$ cat src/rtl/pic_pkg.sv
package pic_pkg;
   // Mask of positions strictly above the highest set bit of 'm';
   // all ones when 'm' is empty.
   function automatic logic [63:0] above_top(input logic [63:0] m, input int n);
      logic [63:0] r;
      r = '0;
      for (int i = 0; i < 64; i++) begin
         if (i < n) r[i] = ((m >> i) == 64'd0);
      end
      return r;
   endfunction
endpackage

$ cat src/rtl/pic_edge_latch.sv
module pic_edge_latch #(
   parameter int NUM_LINES = 8
) (
   input  logic                 clk,
   input  logic                 rst_n,
   input  logic [NUM_LINES-1:0] req_i,
   input  logic [NUM_LINES-1:0] clr_i,
   output logic [NUM_LINES-1:0] pend_o
);
   logic [NUM_LINES-1:0] req_q;
   logic [NUM_LINES-1:0] pend_q;
   logic [NUM_LINES-1:0] rise;

   for (genvar g = 0; g < NUM_LINES; g++) begin : g_line
      assign rise[g] = req_i[g] & ~req_q[g];

      always_ff @(posedge clk or negedge rst_n) begin
         if (!rst_n) begin
            req_q[g]  <= 1'b1;   // lines high at reset are not edges
            pend_q[g] <= 1'b0;
         end else begin
            req_q[g]  <= req_i[g];
            pend_q[g] <= (pend_q[g] & ~clr_i[g]) | rise[g];
         end
      end
   end

   assign pend_o = pend_q;

   // a pending bit only appears after a rising edge or because it was already there
   p_pend_from_edge_r1: assert property (@(posedge clk) disable iff (!rst_n)
      ((pend_q & ~$past(pend_q)) & ~($past(req_i) & ~$past(req_q))) == '0);
endmodule

$ cat src/rtl/pic_prio_enc.sv
module pic_prio_enc #(
   parameter int NUM_LINES = 8,
   localparam int VEC_W = (NUM_LINES > 1) ? $clog2(NUM_LINES) : 1
) (
   input  logic [NUM_LINES-1:0] vec_i,
   output logic                 any_o,
   output logic [VEC_W-1:0]     idx_o
);
   assign any_o = |vec_i;

   if (NUM_LINES == 1) begin : g_single
      assign idx_o = '0;
   end else begin : g_scan
      always_comb begin
         idx_o = '0;
         for (int i = 0; i < NUM_LINES; i++) begin
            if (vec_i[i]) idx_o = VEC_W'(i);   // later (higher) index wins
         end
      end
   end
endmodule

$ cat src/rtl/pic_service_stack.sv
module pic_service_stack #(
   parameter int NUM_LINES = 8,
   localparam int VEC_W = (NUM_LINES > 1) ? $clog2(NUM_LINES) : 1
) (
   input  logic                 clk,
   input  logic                 rst_n,
   input  logic                 push_i,
   input  logic [VEC_W-1:0]     push_idx_i,
   input  logic                 pop_i,
   output logic [NUM_LINES-1:0] isr_o,
   output logic [VEC_W-1:0]     level_o,
   output logic                 busy_o
);
   logic [NUM_LINES-1:0] isr_q;
   logic [NUM_LINES-1:0] isr_n;

   pic_prio_enc #(.NUM_LINES(NUM_LINES)) i_top (
      .vec_i (isr_q),
      .any_o (busy_o),
      .idx_o (level_o)
   );

   always_comb begin
      isr_n = isr_q;
      if (pop_i && busy_o) isr_n[level_o] = 1'b0;
      if (push_i)          isr_n[push_idx_i] = 1'b1;
   end

   always_ff @(posedge clk or negedge rst_n) begin
      if (!rst_n) isr_q <= '0;
      else        isr_q <= isr_n;
   end

   assign isr_o = isr_q;

   // a completion on a non-empty mask removes exactly one level
   p_pop_one_r6: assert property (@(posedge clk) disable iff (!rst_n)
      (pop_i && !push_i && busy_o) |=> ($countones(isr_q) == $countones($past(isr_q)) - 1));
   // completion with nothing in service leaves the mask empty
   p_pop_empty_r8: assert property (@(posedge clk) disable iff (!rst_n)
      (pop_i && !push_i && !busy_o) |=> (isr_q == '0));
endmodule

$ cat src/rtl/pic_nest_ctrl.sv
module pic_nest_ctrl #(
   parameter int NUM_LINES = 8,
   localparam int VEC_W = (NUM_LINES > 1) ? $clog2(NUM_LINES) : 1
) (
   input  logic                 clk,
   input  logic                 rst_n,
   input  logic [NUM_LINES-1:0] req_i,
   input  logic                 done_i,
   output logic                 grant_o,
   output logic [VEC_W-1:0]     vec_o,
   output logic [NUM_LINES-1:0] in_service_o,
   output logic                 main_o
);
   import pic_pkg::*;

   if (NUM_LINES < 2 || NUM_LINES > 64) begin : g_bad_cfg
      $error("pic_nest_ctrl: NUM_LINES must lie in 2..64");
   end

   logic [NUM_LINES-1:0] pend;
   logic [NUM_LINES-1:0] clr;
   logic [NUM_LINES-1:0] isr;
   logic [NUM_LINES-1:0] eligible;
   logic [NUM_LINES-1:0] window;
   logic                 cand_any;
   logic [VEC_W-1:0]     cand_idx;
   logic                 take;
   logic [VEC_W-1:0]     level;
   logic                 busy;
   logic                 grant_q;
   logic [VEC_W-1:0]     vec_q;

   pic_edge_latch #(.NUM_LINES(NUM_LINES)) i_latch (
      .clk    (clk),
      .rst_n  (rst_n),
      .req_i  (req_i),
      .clr_i  (clr),
      .pend_o (pend)
   );

   assign window   = NUM_LINES'(above_top(64'(isr), NUM_LINES));
   assign eligible = pend & window;

   pic_prio_enc #(.NUM_LINES(NUM_LINES)) i_pick (
      .vec_i (eligible),
      .any_o (cand_any),
      .idx_o (cand_idx)
   );

   assign take = cand_any & ~done_i;

   for (genvar g = 0; g < NUM_LINES; g++) begin : g_clr
      assign clr[g] = take && (cand_idx == VEC_W'(g));
   end

   pic_service_stack #(.NUM_LINES(NUM_LINES)) i_stack (
      .clk        (clk),
      .rst_n      (rst_n),
      .push_i     (take),
      .push_idx_i (cand_idx),
      .pop_i      (done_i),
      .isr_o      (isr),
      .level_o    (level),
      .busy_o     (busy)
   );

   always_ff @(posedge clk or negedge rst_n) begin
      if (!rst_n) begin
         grant_q <= 1'b0;
         vec_q   <= '0;
      end else begin
         grant_q <= take;
         if (take) vec_q <= cand_idx;
      end
   end

   assign grant_o      = grant_q;
   assign vec_o        = vec_q;
   assign in_service_o = isr;
   assign main_o       = ~busy;

   // the granted vector is in service while the grant pulses
   p_grant_in_service_r2: assert property (@(posedge clk) disable iff (!rst_n)
      grant_q |-> isr[vec_q]);
   // the granted vector is the top of the nesting
   p_grant_on_top_r3: assert property (@(posedge clk) disable iff (!rst_n)
      grant_q |-> ((isr >> vec_q) == NUM_LINES'(1)));
   // no grant follows the edge that took a completion
   p_no_grant_after_done_r7: assert property (@(posedge clk) disable iff (!rst_n)
      done_i |=> !grant_q);
   // grants are single-cycle pulses
   p_grant_pulse_r2: assert property (@(posedge clk) disable iff (!rst_n)
      grant_q |=> (!grant_q || vec_q != $past(vec_q)));
endmodule

$ cat config.mk
export PLATFORM = sky130hd
export DESIGN_NAME = pic_nest_ctrl
export DESIGN_NICKNAME = d
export VERILOG_FILES = /design/src/rtl/pic_pkg.sv /design/src/rtl/pic_edge_latch.sv /design/src/rtl/pic_prio_enc.sv /design/src/rtl/pic_service_stack.sv /design/src/rtl/pic_nest_ctrl.sv
export SDC_FILE = /design/constraint.sdc
export NUM_CORES = 1
export LEC_CHECK = 0
export BUFFER_PORTS_ARGS = -buffer_cell sky130_fd_sc_hd__buf_2
export CAP_MARGIN = 20
export CORE_UTILIZATION = 48
export CTS_CLUSTER_DIAMETER = 30
export CTS_CLUSTER_SIZE = 24
export DETAILED_ROUTE_END_ITERATION = 7
export PLACE_DENSITY = 0.74
export SLEW_MARGIN = 5
export SYNTH_ARGS = -nofsm -noshare
export SYNTH_HDL_FRONTEND = slang
export SYNTH_SLANG_ARGS = --single-unit
$ cat constraint.sdc
create_clock -name clk -period 1.6 [get_ports clk]
set_input_delay 0.16 -clock clk [delete_from_list [all_inputs] [get_ports clk]]
set_output_delay 0.16 -clock clk [all_outputs]
set_load 0.1 [all_outputs]
## Word level (Yosys, flattened, before mapping)

Index checks and enable logic that the tools add are counted.

| word-level totals | value |
|---|---|
| logic and storage cells | 119 |
| flip-flop bits (word level) | 28 |
| output and inout port bits | 13 |
| input port bits | 11 |

| operators by class | value |
|---|---|
| mux-type cells | 20 |
| bitwise operators | 47 |
| equal/unequal tests | 7 |
| reduce and logical (&&, ||, !) cells | 22 |
| order comparisons | 4 |

Operators with widths:

| operator | count |
|---|---|
| $logic_not A64 Y1 | 8 |
| $mux W3 | 10 |
| $not A1 Y1 | 18 |
| $and A1 B1 Y1 | 17 |
| $and A8 B8 Y8 | 2 |
| $mux W8 | 2 |
| $reduce_or A8 Y1 | 2 |
| $eq A3 B3 Y1 const B | 4 |
| $logic_and A1 B1 Y1 | 11 |
| $lt A3 B4 Y1 const B | 2 |
| $not A8 Y8 | 1 |
| $or A1 B1 Y1 | 8 |
| $or A8 B8 Y8 | 1 |
| $demux W1 S3 | 2 |
| $eq A3 B2 Y1 const B | 2 |
| $ge A3 B1 Y1 const B | 2 |
| $mux W1 | 4 |
| $mux W2 | 2 |
| $eq A3 B1 Y1 const B | 1 |
| $logic_not A3 Y1 | 1 |

## Depth between registers and ports, before layout

| depth | value |
|---|---|
| word-level depth | 16 |
| gate-level depth with buffers | 6 |
| gate-level depth less buffers | 5 |

## Hierarchy

From an unflattened synthesis, not the netlist that was laid out.

| second synthesis, totals | value |
|---|---|
| cells, all modules | 137 |
| area, all modules | 1375.1 um^2 |

Modules (own cells, without submodules):

| module | instances | cells each | area an instance (um^2) | sequential area each (um^2) |
|---|---|---|---|---|
| pic_edge_latch | 1 | 40 | 570.5 | 410.4 |
| pic_service_stack | 1 | 39 | 370.4 | 200.2 |
| pic_nest_ctrl | 1 | 34 | 301.5 | 100.1 |
| pic_prio_enc | 2 | 12 | 66.3 | 0.0 |

## Worst setup path after synthesis

No wires, ideal clock.

| timing | value |
|---|---|
| path type | register -> output |
| start | register i_stack.isr_q[6], in the netlist i_stack.isr_o[6] |
| end | output port main_o |
| arrival | 4178 ps |
| data required time | 1440 ps |
| slack | -2738 ps |
| cell stages (with the launch flop) | 5 |
| buffers on the path | 1 |
| cell sequence | dfrtp_1 > buf_2 > nor2_2 > nand3b_1 > nor4_1 |

| between the ends | value |
|---|---|
| longest elaborated chain between the ends | 2 |

Ends and longest elaborated chain:

| element | line | source |
|---|---|---|
| from (decl) | pic_service_stack.sv:14 | `logic [NUM_LINES-1:0] isr_q;` |
| from (signal assigned) | pic_service_stack.sv:31 | `else isr_q <= isr_n;` |
| $reduce_or A8 Y1 | pic_prio_enc.sv:9 | `assign any_o = \|vec_i;` |
| $not A1 Y1 | pic_nest_ctrl.sv:80 | `assign main_o = ~busy;` |
| to (decl) | pic_nest_ctrl.sv:12 | `output logic main_o` |

No other way between the ends.

## Worst setup path in the final report

| timing | value |
|---|---|
| start | register i_stack.isr_q[5], in the netlist i_stack.isr_o[5] |
| end | register i_latch.pend_q[0], in the netlist i_latch.pend_o[0] |

| between the ends | value |
|---|---|
| longest elaborated chain between the ends | 14 |
| elaborated cells on any way between the ends | 21 |
| those cells by class | 7 x mux; 5 x bitwise; 9 x reduce/logical |

Ends and longest elaborated chain:

| element | line | source |
|---|---|---|
| $logic_not A64 Y1 | pic_pkg.sv:8 | `if (i < n) r[i] = ((m >> i) == 64'd0);` |
| $and A8 B8 Y8 * | pic_nest_ctrl.sv:42 | `assign eligible = pend & window;` |
| $mux W1 | pic_prio_enc.sv:17 | `if (vec_i[i]) idx_o = VEC_W'(i);` |
| $mux W2 (2 in a row) | pic_prio_enc.sv:17 |  |
| $mux W3 (4 in a row) | pic_prio_enc.sv:17 |  |
| $logic_not A3 Y1 | pic_nest_ctrl.sv:53 | `assign clr[g] = take && (cand_idx == VEC_W'(g));` |
| $logic_and A1 B1 Y1 * | pic_nest_ctrl.sv:53 |  |
| $not A1 Y1 * | pic_edge_latch.sv:23 | `pend_q[g] <= (pend_q[g] & ~clr_i[g]) \| rise[g];` |
| $and A1 B1 Y1 * | pic_edge_latch.sv:23 |  |
| $or A1 B1 Y1 * | pic_edge_latch.sv:23 |  |
| to (signal, indexed assignment) | pic_edge_latch.sv:23 |  |
| to (decl) | pic_edge_latch.sv:11 | `logic [NUM_LINES-1:0] pend_q;` |

Every way passes the cells marked *; elsewhere a longest branch is shown, timed or not.
A chain may end at the register's enable or synchronous reset.

==> flow_summary_export.csv <==
group,metric,value,unit
place,place_congestion,0.859,
sta,fin_skew,0.00328,ns
finish,utilization,75.6,%
clock_tree,clkLatencyLatePin,0.31,ns
sta,final-max-slew-violation-count,0,
routing,drt_wl_total,3.25,mm
clock_tree,clkTransAtPathRegs,0.14,ns
setup_path,cp-end-kind,"register",
synthesis,synth_cells,123,
setup_path,crit_required,1.82,ns
sta,rsz0062_at_grt,"true",
finish,fillCellCount,162,
global_routing,grtUsageMet3,3.45,%
sta,period_needed,1.83,ns
synthesis,ys_seq_area_share,55.9,%
finish,syn2layout_area_growth,48.6,%
pwr,p_per_area,2090,mW/mm^2
clock_tree,cts_inserted_buffers,3,
floorplanning,start_util,50.9,%
synthesis,ys_warn_count,0,
setup_path,cp_max_fo,3,
sta,hold_violations,0,
global_routing,grt_usage,25.2,%
routing,drt_iter0_markers,29,
place,hpwl,2.26,mm
floorplanning,die_area,0.00286,mm^2
routing,dr_total_vias,1183,
run_status,violations,"negative setup slack",
finish,nets,196,
finish,multi_input_area,602,um^2
synthesis,syn-num-nets,134,
clock_tree,clock_sink_count,28,
global_routing,top_usage_layer,"met2",
sta,setup-violations-final,14,
finish,drive_above_1_share,48.6,%
sta,fin_crit_sh,114,%
hold_path,whs_path_depth,2,
synthesis,synth_cell_types,37,
finish,finalNonFillerCells,213,
synthesis,syn_area,0.00127,mm^2
sta,worst_pin_slew,0.606,ns
clock_tree,htreeDepth,1,
global_routing,grt_first_pass_wirelength,5.06,mm
global_routing,met2_usage,41.3,%
place,portBuffers,23,
pwr,ir_worst_vdd,0.00200,V
setup_path,worstPathArrival,2.05,ns
setup_path,ff2ff_path_depth,5,
setup_path,max_stage_delay,0.53,ns
floorplanning,die_h,53.5,um
hold_path,hold_path.class,"in2reg",
global_routing,grt_overflow,0,
sta,fmax,547,MHz
routing,dr.pass1.iters,4,
clock_tree,clockBufferDepth,2,
synthesis,synth_area_per_cell,10.3,um^2
pwr,p_total,3.94,mW
setup_path,startpoint_type,"register",
global_routing,grt_use_met1,33.6,%
synthesis,synth_top_cell_by_area,"dfrtp_1",
floorplanning,ios,24,
run,maxCapViolCount,0,
synthesis,netlist.area_leader.share,39.3,%
setup_path,cpMaxStageDelayCell,"dfrtp_4",
finish,mostFrequentLayoutCells,"buf_4 (26), buf_2 (21), inv_1 (13)",
routing,vias_per_cell,5.55,
floorplanning,die_x,53.5,um
finish,n_antenna_cell,0,
synthesis,synthTopCellsByArea,"dfrtp_1 (39%), dfstp_2 (17%), o21ai_0 (4.3%)",
setup_path,crit_type,"reg2reg",
setup_path,path_cells,"nor4_4 -> and3_4 -> nand3_1 -> or4_4 -> a22o_1",
sta,finalWorstSetupSlack,-0.227,ns
clock_tree,cts_tree,"built",
clock_tree,clockRootBuffer,"clkbuf_4",
sta,slew_headroom,59.6,%
global_routing,grt_pass1_vias,1113,
finish,regArea,736,um^2
pwr,p_leak,0.854,nW
synthesis,synth-seq-cells,28,
floorplanning,coreArea,0.00250,mm^2
global_routing,grt_max_degree,29,
run_status,outcome,"finished, violations left",
place,dp.cells,196,
floorplanning,rows,18,
finish,final_common_cell,"buf_4",
routing,wl_per_cell,15.3,um
global_routing,grt_antenna_before_repair,0,
routing,antenna_left,0,
routing,drc,0,
sequential cells by signal, indices dropped and copies added (netlist names):
| signal | flops |
|---|---|
| i_latch.pend_o | 8 |
| i_latch.req_q | 8 |
| i_stack.isr_o | 8 |
| vec_o | 3 |
| grant_o | 1 |
critical path, delay by kind of cell, from the launching register on:
family	cells	cell delay, ns
simple gates	4	1.02
flops	1	0.53
compound gates	1	0.19
path summary, 6_finish.rpt:
kind	slack, ns	from	end
worst max-delay path	-0.23	i_stack.isr_o[5]	i_latch.pend_o[0]
worst min-delay path	0.27	done_i	vec_o[2]
worst max register to register	-0.23	i_stack.isr_o[5]	i_latch.pend_o[0]
worst min register to register	0.52	i_latch.req_q[1]	i_latch.pend_o[1]
max in group asynchronous	0.78	rst_n	i_stack.isr_o[2]
min in group asynchronous	0.37	rst_n	i_latch.pend_o[4]
cell usage after synthesis:
library cell / count
or4_1: 1
a22o_1: 6
o211ai_1: 1
nor3_1: 3
a22oi_2: 1
o22ai_1: 2
and2_1: 1
buf_2: 2
clkbuf_1: 1
a21oi_1: 5
nor3_2: 1
nand3_1: 2
dfrtp_1: 20
o21ai_0: 11
nor4_2: 1
o21a_1: 1
o21bai_1: 4
or4_4: 1
nor2_2: 1
o31ai_1: 2
nor2b_1: 4
o21ai_1: 4
nor4_1: 1
nor4b_1: 2
o21ba_1: 1
mux2_1: 1
nand3b_1: 1
nor2_1: 4
o31a_1: 1
nand2_1: 10
nand4_1: 1
inv_1: 13
dfstp_2: 8
and3_1: 1
nor3b_1: 1
or2_2: 1
o41ai_1: 2
power by group:
group          internal, mW  switching (mW)
registers             0.935           0.176
clock network        0.0881           0.190
logic                 0.826            1.73
timing repair:
action,4_1_cts,5_1_grt
resized for setup,12,8
endpoints found under the setup margin,14,17
setup buffers,5,0
endpoints found under the hold margin,28,0
cloned,0,0
hold buffers,9,0
pin swaps,6,4
final cells by class:
type	count	share of cell area, %
multi-input cells	79	31.8
flip-flops and latches	28	38.9
clock buffers	3	1.19
inverters	13	2.58
repair buffers	60	23.5
well taps	30	1.99
per-stage QoR:
step / hold slack, ns / setup TNS, ns / area [um^2] / worst slack (ns)
global placement: 0.194 / -0.783 / 1650 / -0.151
floorplan: -0.136 / -2.47 / 1330 / -0.700
CTS: 0.261 / -1.28 / 1860 / -0.203
detailed placement: 0.212 / -1.31 / 1650 / -0.171
finish: 0.271 / -1.73 / 1890 / -0.227
global route: 0.270 / -3.00 / 1890 / -0.305
logic make-up after synthesis:
kind of cell           count (synthesis)  share of synthesized area, %
and+or+nand+nor                       37                          16.8
buffers and inverters                 16                          4.92
AOI/OAI and AO/OA                     41                          21.5
DFF                                   28                          55.9
muxes                                  1                         0.885
metal layers:
| layer | wire [um] | part of all wire (%) |
|---|---|---|
| met1 | 1490 | 46 |
| met2 | 1570 | 48 |
| met3 | 167 | 5.1 |
| met4 | 27 | 0.83 |
| met5 | 0 | 0 |
No activity file was read; power rests on OpenSTA's default activity.
